--- src/rtl/pkbp_pkg.sv ---
package pkbp_pkg;

   localparam logic [1:0] CTR_WEAK_NT = 2'b01;

   function automatic logic [1:0] ctr_step(input logic [1:0] c, input logic up);
      logic [1:0] n;
      n = c;
      if (up && c != 2'b11)
         n = c + 2'b01;
      else if (!up && c != 2'b00)
         n = c - 2'b01;
      return n;
   endfunction

endpackage

--- src/rtl/pkbp_key_cam.sv ---
module pkbp_key_cam #(
   parameter int KEY_W = 32,
   parameter int N_ENT = 16,
   localparam int EI_W = $clog2(N_ENT)
) (
   input  logic             clk,
   input  logic             rst_n,
   input  logic [KEY_W-1:0] lk_key,
   input  logic             alloc,
   output logic             hit,
   output logic [EI_W-1:0]  hit_idx,
   output logic [EI_W-1:0]  alloc_idx
);

   if (N_ENT < 2) begin : g_bad_ent
      $error("pkbp_key_cam: N_ENT must be at least 2");
   end

   logic [N_ENT-1:0] valid_q;
   logic [N_ENT-1:0] match;
   logic [KEY_W-1:0] tag_q [N_ENT];
   logic [EI_W-1:0]  rr_q;

   for (genvar e = 0; e < N_ENT; e++) begin : g_cmp
      assign match[e] = valid_q[e] && (tag_q[e] == lk_key);
   end

   always_comb begin
      hit     = |match;
      hit_idx = '0;
      for (int e = N_ENT - 1; e >= 0; e--)
         if (match[e]) hit_idx = EI_W'(e);
   end

   assign alloc_idx = rr_q;

   always_ff @(posedge clk) begin
      if (!rst_n) begin
         valid_q <= '0;
         rr_q    <= '0;
      end else if (alloc) begin
         valid_q[rr_q] <= 1'b1;
         rr_q <= (rr_q == EI_W'(N_ENT - 1)) ? '0 : rr_q + 1'b1;
      end
   end

   always_ff @(posedge clk) begin
      if (alloc) tag_q[rr_q] <= lk_key;
   end

   AST_CAM_UNIQUE: assert property (@(posedge clk) disable iff (!rst_n) $onehot0(match));
   AST_RR_STEP: assert property (@(posedge clk) disable iff (!rst_n)
      alloc && rr_q != EI_W'(N_ENT - 1) |=> rr_q == $past(rr_q) + 1'b1);
   AST_RR_WRAP: assert property (@(posedge clk) disable iff (!rst_n)
      alloc && rr_q == EI_W'(N_ENT - 1) |=> rr_q == '0);
   AST_ALLOC_VALID: assert property (@(posedge clk) disable iff (!rst_n)
      alloc |=> valid_q[$past(rr_q)]);

endmodule

--- src/rtl/pkbp_hist_store.sv ---
module pkbp_hist_store #(
   parameter int N_ENT  = 16,
   parameter int HIST_M = 128,
   localparam int EI_W  = $clog2(N_ENT),
   localparam int POS_W = $clog2(HIST_M),
   localparam int LEN_W = $clog2(HIST_M + 1)
) (
   input  logic             clk,
   input  logic             rst_n,
   input  logic             clr,
   input  logic [EI_W-1:0]  clr_idx,
   input  logic             wr_en,
   input  logic             wr_grow,
   input  logic [EI_W-1:0]  wr_idx,
   input  logic [POS_W-1:0] wr_pos,
   input  logic             wr_bit,
   input  logic [EI_W-1:0]  rd_idx,
   input  logic [POS_W-1:0] rd_pos,
   output logic             rd_bit,
   output logic [LEN_W-1:0] rd_len
);

   if (HIST_M < 2) begin : g_bad_len
      $error("pkbp_hist_store: HIST_M must be at least 2");
   end

   logic [HIST_M-1:0] hist_q [N_ENT];
   logic [LEN_W-1:0]  len_q  [N_ENT];

   assign rd_bit = hist_q[rd_idx][rd_pos];
   assign rd_len = len_q[rd_idx];

   always_ff @(posedge clk) begin
      if (wr_en) hist_q[wr_idx][wr_pos] <= wr_bit;
   end

   always_ff @(posedge clk) begin
      if (!rst_n) begin
         for (int e = 0; e < N_ENT; e++) len_q[e] <= '0;
      end else if (clr) begin
         len_q[clr_idx] <= '0;
      end else if (wr_en && wr_grow) begin
         len_q[wr_idx] <= len_q[wr_idx] + 1'b1;
      end
   end

   AST_NO_CLR_WR: assert property (@(posedge clk) disable iff (!rst_n) !(clr && wr_en));
   AST_APPEND_AT_END: assert property (@(posedge clk) disable iff (!rst_n)
      wr_en && wr_grow |-> LEN_W'(wr_pos) == len_q[wr_idx]);
   AST_LEN_MAX: assert property (@(posedge clk) disable iff (!rst_n)
      rd_len <= LEN_W'(HIST_M));
   AST_CLR_EMPTY: assert property (@(posedge clk) disable iff (!rst_n)
      clr |=> len_q[$past(clr_idx)] == '0);

endmodule

--- src/rtl/pkbp_gshare.sv ---
module pkbp_gshare
   import pkbp_pkg::*;
#(
   parameter int GS_ENT  = 128,
   parameter int PC_W    = 32,
   parameter int PC_LSB  = 2,
   parameter bit USE_GHR = 1'b1,
   localparam int GI_W   = $clog2(GS_ENT)
) (
   input  logic            clk,
   input  logic            rst_n,
   input  logic [PC_W-1:0] prd_pc,
   output logic            prd_taken,
   input  logic            trn_en,
   input  logic [PC_W-1:0] trn_pc,
   input  logic            trn_taken
);

   if ((GS_ENT & (GS_ENT - 1)) != 0 || GS_ENT < 2) begin : g_bad_gs
      $error("pkbp_gshare: GS_ENT must be a power of two");
   end
   if (PC_LSB + GI_W > PC_W) begin : g_bad_pc
      $error("pkbp_gshare: PC too narrow for index");
   end

   logic [1:0]      ctr_q [GS_ENT];
   logic [GI_W-1:0] prd_idx;
   logic [GI_W-1:0] trn_idx;
   logic            unused_pc_bits;

   assign unused_pc_bits = ^prd_pc ^ ^trn_pc;

   if (USE_GHR) begin : g_gshare
      logic [GI_W-1:0] ghr_q;
      assign prd_idx = ghr_q ^ prd_pc[PC_LSB +: GI_W];
      assign trn_idx = ghr_q ^ trn_pc[PC_LSB +: GI_W];
      always_ff @(posedge clk) begin
         if (!rst_n)
            ghr_q <= '0;
         else if (trn_en)
            ghr_q <= {ghr_q[GI_W-2:0], trn_taken};
      end
      AST_GHR_SHIFT: assert property (@(posedge clk) disable iff (!rst_n)
         trn_en |=> ghr_q[0] == $past(trn_taken));
   end else begin : g_bimodal
      assign prd_idx = prd_pc[PC_LSB +: GI_W];
      assign trn_idx = trn_pc[PC_LSB +: GI_W];
   end

   assign prd_taken = ctr_q[prd_idx][1];

   always_ff @(posedge clk) begin
      if (!rst_n) begin
         for (int i = 0; i < GS_ENT; i++) ctr_q[i] <= CTR_WEAK_NT;
      end else if (trn_en) begin
         ctr_q[trn_idx] <= ctr_step(ctr_q[trn_idx], trn_taken);
      end
   end

   AST_CTR_SAT_HI: assert property (@(posedge clk) disable iff (!rst_n)
      trn_en && trn_taken && ctr_q[trn_idx] == 2'b11 |=> ctr_q[$past(trn_idx)] == 2'b11);
   AST_CTR_SAT_LO: assert property (@(posedge clk) disable iff (!rst_n)
      trn_en && !trn_taken && ctr_q[trn_idx] == 2'b00 |=> ctr_q[$past(trn_idx)] == 2'b00);

endmodule

--- src/rtl/pkbp_top.sv ---
module pkbp_top #(
   parameter int KEY_W      = 32,
   parameter int N_ENT      = 16,
   parameter int HIST_M     = 128,
   parameter int GS_ENT     = 128,
   parameter int PC_W       = 32,
   parameter int PC_LSB     = 2,
   parameter bit GS_USE_GHR = 1'b1
) (
   input  logic             clk,
   input  logic             rst_n,
   input  logic             pkt_start,
   input  logic [KEY_W-1:0] pkt_key,
   input  logic             pred_req,
   input  logic [PC_W-1:0]  pred_pc,
   output logic             pred_taken,
   output logic             pred_from_hist,
   input  logic             res_valid,
   input  logic [PC_W-1:0]  res_pc,
   input  logic             res_taken,
   output logic             pkt_hit
);

   localparam int EI_W  = $clog2(N_ENT);
   localparam int POS_W = $clog2(HIST_M);
   localparam int LEN_W = $clog2(HIST_M + 1);
   localparam logic [LEN_W-1:0] LEN_MAX = LEN_W'(HIST_M);

   // packet context
   logic             pkt_act_q;
   logic             hit_q;
   logic [EI_W-1:0]  ent_q;
   logic [LEN_W-1:0] prd_ptr_q;
   logic [LEN_W-1:0] res_ptr_q;

   // sub-block wiring
   logic             cam_hit;
   logic [EI_W-1:0]  cam_hit_idx;
   logic [EI_W-1:0]  cam_alloc_idx;
   logic             cam_alloc;
   logic             hs_bit;
   logic [LEN_W-1:0] hs_len;
   logic             hs_wr_en;
   logic             hs_wr_grow;
   logic [POS_W-1:0] hs_wr_pos;
   logic             gs_taken;
   logic             use_hist;
   logic             res_in_pkt;

   assign cam_alloc  = pkt_start && !cam_hit;
   assign res_in_pkt = res_valid && pkt_act_q && !pkt_start;

   pkbp_key_cam #(
      .KEY_W(KEY_W),
      .N_ENT(N_ENT)
   ) u_cam (
      .clk       (clk),
      .rst_n     (rst_n),
      .lk_key    (pkt_key),
      .alloc     (cam_alloc),
      .hit       (cam_hit),
      .hit_idx   (cam_hit_idx),
      .alloc_idx (cam_alloc_idx)
   );

   pkbp_hist_store #(
      .N_ENT (N_ENT),
      .HIST_M(HIST_M)
   ) u_hist (
      .clk     (clk),
      .rst_n   (rst_n),
      .clr     (cam_alloc),
      .clr_idx (cam_alloc_idx),
      .wr_en   (hs_wr_en),
      .wr_grow (hs_wr_grow),
      .wr_idx  (ent_q),
      .wr_pos  (hs_wr_pos),
      .wr_bit  (res_taken),
      .rd_idx  (ent_q),
      .rd_pos  (prd_ptr_q[POS_W-1:0]),
      .rd_bit  (hs_bit),
      .rd_len  (hs_len)
   );

   pkbp_gshare #(
      .GS_ENT (GS_ENT),
      .PC_W   (PC_W),
      .PC_LSB (PC_LSB),
      .USE_GHR(GS_USE_GHR)
   ) u_gs (
      .clk       (clk),
      .rst_n     (rst_n),
      .prd_pc    (pred_pc),
      .prd_taken (gs_taken),
      .trn_en    (res_valid),
      .trn_pc    (res_pc),
      .trn_taken (res_taken)
   );

   // prediction source select
   assign use_hist       = pkt_act_q && hit_q && !pkt_start && (prd_ptr_q < hs_len);
   assign pred_from_hist = use_hist;
   assign pred_taken     = use_hist ? hs_bit : gs_taken;
   assign pkt_hit        = pkt_act_q && hit_q;

   // history write: overwrite on replay, append on record
   always_comb begin
      hs_wr_en   = 1'b0;
      hs_wr_grow = 1'b0;
      hs_wr_pos  = '0;
      if (res_in_pkt) begin
         if (hit_q) begin
            if (res_ptr_q < hs_len) begin
               hs_wr_en  = 1'b1;
               hs_wr_pos = res_ptr_q[POS_W-1:0];
            end
         end else if (hs_len < LEN_MAX) begin
            hs_wr_en   = 1'b1;
            hs_wr_grow = 1'b1;
            hs_wr_pos  = hs_len[POS_W-1:0];
         end
      end
   end

   always_ff @(posedge clk) begin
      if (!rst_n) begin
         pkt_act_q <= 1'b0;
         hit_q     <= 1'b0;
         ent_q     <= '0;
         prd_ptr_q <= '0;
         res_ptr_q <= '0;
      end else if (pkt_start) begin
         pkt_act_q <= 1'b1;
         hit_q     <= cam_hit;
         ent_q     <= cam_hit ? cam_hit_idx : cam_alloc_idx;
         prd_ptr_q <= '0;
         res_ptr_q <= '0;
      end else begin
         if (pred_req && prd_ptr_q != LEN_MAX) prd_ptr_q <= prd_ptr_q + 1'b1;
         if (res_in_pkt && res_ptr_q != LEN_MAX) res_ptr_q <= res_ptr_q + 1'b1;
      end
   end

   AST_HIST_NEEDS_HIT: assert property (@(posedge clk) disable iff (!rst_n)
      pred_from_hist |-> pkt_hit);
   AST_START_FALLBACK: assert property (@(posedge clk) disable iff (!rst_n)
      pkt_start |-> !pred_from_hist);
   AST_MISS_EMPTY: assert property (@(posedge clk) disable iff (!rst_n)
      pkt_start && !cam_hit |=> hs_len == '0 && !pkt_hit);
   AST_HIT_FLAG: assert property (@(posedge clk) disable iff (!rst_n)
      pkt_start && cam_hit |=> pkt_hit);
   AST_EXHAUST: assert property (@(posedge clk) disable iff (!rst_n)
      pkt_hit && !pkt_start && prd_ptr_q >= hs_len |-> pred_taken == gs_taken);

endmodule

--- config.mk ---
export PLATFORM = sky130hd
export DESIGN_NAME = pkbp_top
export DESIGN_NICKNAME = d
export VERILOG_FILES = /design/src/rtl/pkbp_pkg.sv /design/src/rtl/pkbp_key_cam.sv /design/src/rtl/pkbp_hist_store.sv /design/src/rtl/pkbp_gshare.sv /design/src/rtl/pkbp_top.sv
export SDC_FILE = /design/constraint.sdc
export NUM_CORES = 2
export LEC_CHECK = 0
export ABC_AREA = 1
export BUFFER_PORTS_ARGS = -buffer_cell sky130_fd_sc_hd__buf_2
export CAP_MARGIN = 20
export CELL_PAD_IN_SITES_DETAIL_PLACEMENT = 0
export CELL_PAD_IN_SITES_GLOBAL_PLACEMENT = 1
export CORE_MARGIN = 4
export CORE_UTILIZATION = 46
export DETAILED_ROUTE_END_ITERATION = 16
export PLACE_DENSITY = 0.82
export SLEW_MARGIN = 20
export SYNTH_ARGS = -nofsm -noshare
export SYNTH_HDL_FRONTEND = slang
export SYNTH_HIERARCHICAL = 1
export SYNTH_SLANG_ARGS = --single-unit
--- constraint.sdc ---
create_clock -name clk -period 4.3 [get_ports clk]
set_clock_uncertainty 0.1 [all_clocks]
set_input_delay 0.43 -clock clk [delete_from_list [all_inputs] [get_ports clk]]
set_output_delay 0.43 -clock clk [all_outputs]
set_load 0.02 [all_outputs]
==> impl.org <==
** Clock tree
- Clock latency on the worst-skew pair, taken at its later pin, is approximately 920 ps.
- The clock tree synthesis step divided the H-tree into 5 levels.
- The clock passes through at most 4 buffers.
- Clock-pin slew was measured on the worst setup and hold paths at ~60 ps.
- The cell sitting at the root of the clock tree is a clkbuf_16.
- Clock tree from TritonCTS :: yes
- In this run, CTS created clock tree buffers numbering 320.
- The clock drives approximately 3000 sinks.

** Routing
- The final route contains approximately 110k vias.
- After detailed routing, the total wire length is between 400000 and 500000 µm.
- For this run, the detailed router's first-pass iteration total came to 7.
- The detail route stage leaves a number of antenna-violating nets equal to 0.
- After the first detailed-routing iteration, the DRC count stood at roughly 13000.
- For this run, design rule violations remaining after detail routing come to 0.
- Using the TritonRoute via totals, the vias-per-cell ratio works out to 5.807.
- After detailed routing, the average wire length per cell comes to 23.89 µm.

** STA
- For the final routed database, the setup TNS stands at -108520 ps.
- Setup repair after global routing missed its margin :: yes
- Final setup viols :: 1269
- Subtracting the final worst setup slack from the clock period gives 4540 ps.
- Worst slew pin tran :: 1212 ps
- Normalized max-slew margin :: 19.19%
- The worst path uses 105.6% of the clock period.
- The final-report max-slew violation count was 0.
- Number of endpoints with negative hold slack in the final report :: 0
- Across all setup checks in the final design, the least slack found is -240.2 ps.
- Timing would allow up to 220.3 MHz.

** Synthesis
- In this run, synthesis produced a sequential element count of ~3000.
- EDFF count, synth :: 2944
- Synthesized net count :: 14260
- Dividing the synthesized area by the synthesized cell count gives ~9.8 µm².
- Post-synthesis cell type count :: 69
- Top cell type's share of synthesized area :: 63.83%
- Most numerous cell types in the synthesized netlist :: 3343 x nand2_1, 2944 x edfxtp_1, 2928 x nor2_1
- Summing the sequential cell areas from Yosys gives approximately 65% of the chip area.
- In the synthesized netlist the dominant register cell turns out to be edfxtp_1.
- Sorting the synthesized cells by area gives the leading types as edfxtp_1 64%, nand2_1 9.1%, nand3_1 8.2%.
- Syn Inst Count :: approximately 14000
- Most instantiated library cell after synthesis :: nand2_1
- For this run, asynchronously set or reset flops after synthesis account for 0%.
- For this run, the number of Yosys warnings is 6.
- The biggest area contributor in the post-synthesis netlist is edfxtp_1.
- Cell Area, Synth :: between 100000 and 150000 µm²

** Critical path
- Reg-to-reg setup timing slack :: -240 ps
- The slowest stage of the critical path is the o211ai_1 cell.
- Data required time at the worst endpoint :: 4800 ps
- Of all nets on the critical path, the largest fanout is 10.
- The critical path in this run is classified as reg -> reg.
- For the worst setup path, the data arrival time is between 5000 and 6000 ps.
- Cell chain of the critical path :: buf_12, buf_8, buf_8, inv_8, o21ai_4, o22ai_2, o211ai_1, nand2_1, inv_2, ha_4, nand2_1, nand2_2, a21oi_4, buf_6, nand3_2, nand2_4, clkinvlp_4, buf_6, nor4_4, buf_12, buf_16, nand2_8, buf_8, nor2_1
- Capture point of the worst reg-to-reg path :: u_hist/hist_q[13][3]
- The number of buffers and inverters on the critical path is 11.
- The startpoint identified for the worst register-to-register timing path is ent_q[0].
- Largest stage delay on the critical path :: approximately 420 ps
- The cell family contributing the most delay on the critical path is buffers and inverters.
- For the worst flop-to-flop path, the logic depth is 24.
- STA classifies the critical path startpoint as a flip-flop.
- Worst Setup End Kind :: flip-flop
- In this design, the critical path's most frequently occurring cell is buf_8.

** Global route
- Number of antenna violations at the first check in global routing :: 12
- The number of global-route vias before repair was roughly 100k.
- For this run the aggregate overflow at the end of global routing stands at 0.
- Pin count of the biggest net entering global routing :: 270
- The first global-routing pass estimated 650700 µm of wire.
- Overall Global Routing Usage :: between 20% and 30%

** Power
- In this run switching power makes up about a quarter of total power.
- Registers are responsible for between 40% and 50% of the overall power.
- Worst voltage drop across the vdd grid :: 0.0003403 V
- The clock network burns between 40% and 50% of the power.
- Power Internal :: ~49000 µW
- Gate power share :: between 8 and 9%
- Overall power :: around 65000 µW
- Cell Pwr Density :: slightly below 400 nW/µm²
- Net switching component of the power :: 15500 µW
- Summed over all cells, the static leakage comes to between 0.05 and 0.06 µW.

** Final layout
- Nets@finish :: 14580
- Excluding fillers, the count of instances in the completed layout stands at ~19000.
- The post-route netlist has 15.20% of its cells at a drive strength greater than 1.
- Area grow syn2layout :: 19.75%

** Placement
- Prior to clock tree synthesis, the placed netlist has a worst setup slack of -283.3 ps.
- The HPWL after detailed placement is about 240000 µm.
- The number of placed instances, taps included, is between 15000 and 20000.
- Count of buffers inserted at the top-level ports :: 54
- Placer Congestion :: 0.8948

** Outcome
- The run finished, with violations left.
- Violations in the final reports :: setup timing

** Worst hold path
- Startpoint of the worst hold path :: pkt_key[24]
- Hold crit path type :: in -> reg
- The worst hold path terminates at u_cam/tag_q[14][24].
- The worst hold path was traced through 2 stages.

** Floorplan
- Die X-Extent :: around 560 µm
- From bottom edge to top edge, the die measures 556.7 µm.
- The die covers just over 300000 µm².
- Initial core utilization :: 46.20%
- Total number of placement rows :: 201
- # IOs :: ~110
- Core area :: about 300000 µm²

** Flow run
- Reported max-cap violation count :: 0
[kinds of logic (layout without fill, tap and decap cells)]
kind of cell,after synthesis,count (layout),share of synthesized area (%)
other,0,7,0
AND/OR/NAND/NOR,8791,8792,26.42
AO/OA/AOI/OAI,691,691,3.159
adder cells (fa/ha/maj),25,25,0.2258
multiplexers,1,1,0.007227
XOR/XNOR,177,177,1.136
flip-flops,2993,2993,64.54
buffers and inverters,1457,2029,4.510
[cells in the final DEF (no fill, tap or decap), types with 23 or more instances in the layout]
| cell | instances |
|---|---|
| nor3_1 | 23 |
| nand3_4 | 32 |
| nand4_1 | 52 |
| a22oi_1 | 54 |
| bufbuf_16 | 23 |
| buf_12 | 239 |
| xor2_1 | 50 |
| o22ai_1 | 94 |
| buf_6 | 63 |
| nor2_2 | 246 |
| nand2_4 | 52 |
| o21ai_0 | 244 |
| nand3_2 | 145 |
| nand3_1 | 2108 |
| o31ai_1 | 33 |
| inv_2 | 35 |
| xnor2_1 | 122 |
| edfxtp_1 | 2944 |
| clkbuf_16 | 358 |
| inv_1 | 319 |
| nand2_1 | 3215 |
| nor4_1 | 34 |
| dlygate4sd3_1 | 38 |
| a22o_1 | 34 |
| nand2_2 | 77 |
| clkbuf_1 | 70 |
| clkinv_2 | 49 |
| buf_4 | 535 |
| nor2_1 | 2686 |
| clkinv_1 | 71 |
| buf_16 | 84 |
| o21ai_1 | 37 |
| or2_2 | 56 |
| o211ai_1 | 40 |
| dfxtp_1 | 42 |
| buf_2 | 50 |
| a21oi_1 | 50 |
[worst max path at each step]
stage                            from  slack (ps)  cells past startpoint                     to
after floorplan            pkt_key[7]         -90                     14     u_cam/tag_q[11][0]
after global placement    pkt_key[14]        -220                     23     u_hist/len_q[5][4]
after detailed placement   pkt_key[5]        -280                     23     u_hist/len_q[5][4]
after CTS                    ent_q[0]        -190                     22             pred_taken
after global routing         ent_q[0]        -330                     24  u_hist/hist_q[12][83]
final                        ent_q[0]        -240                     24   u_hist/hist_q[13][3]
[per-layer routing]
metal / track usage, % / wire length (µm) / vias up
met2: 45.57 / 211500 / 5754
met1: 37.01 / 171300 / 52810
li1: - / - / 48870
met4: 10.27 / 17590 / 6
met3: 4.745 / 45730 / 1000
met5: 0 / 40 / -
[power groups by stage]
stage	logic, µW	clock network (µW)	registers [µW]
6_report	5530	27100	32300
5_1_grt	5860	28700	32300
4_1_cts	5280	27400	32300
3_5_place_dp	4790	0	32900
3_3_place_gp	4760	0	32900
2_1_floorplan	2580	0	32900
[final cells by class]
| type | count | area, µm² |
|---|---|---|
| Multi-Input combinational cell | 9686 | 45680 |
| Clock buffer | 403 | 8562 |
| Sequential cell | 2993 | 89410 |
| Clock inverter | 174 | 1589 |
| Fill cell | 25540 | 133900 |
| Antenna cell | 7 | 17.52 |
| Timing Repair Buffer | 1075 | 14130 |
| Timing Repair inverter | 3 | 26.28 |
| Tap cell | 3958 | 4952 |
| Inverter | 374 | 1501 |
[flip-flops by register name (all words and copies together) (netlist names)]
register             count
u_gs/ctr_q             256
u_hist/hist_q         2048
u_cam/tag_q            512
u_cam/alloc_idx          4
u_gs/g_gshare.ghr_q      7
u_hist/len_q           128
ent_q                    4
pkt_act_q                1
res_ptr_q                8
prd_ptr_q                8
hit_q                    1
u_cam/valid_q           16
[metrics by stage]
step / area, µm² / hold WS [ps] / utilization, %
2_1_floorplan: 139000 / 333.7 / -
3_3_place_gp: 148600 / 342.7 / 49.56
3_5_place_dp: 148600 / 357.2 / 49.56
4_1_cts: 163000 / 166.6 / 54.36
5_1_grt: 165900 / 242.3 / 55.33
6_report: 165900 / 255.6 / 55.33
[what timing repair did]
action | 4_1_cts | 5_1_grt
endpoints found under the setup margin | 1922 | 2339
endpoints found under the hold margin | 435 | 0
gates resized for setup | 308 | 546
cloned | 64 | 31
buffers inserted | 63 | 32
pin swaps | 56 | 119
hold buffers | 38 | 0
No activity file was read; power rests on OpenSTA's default activity.
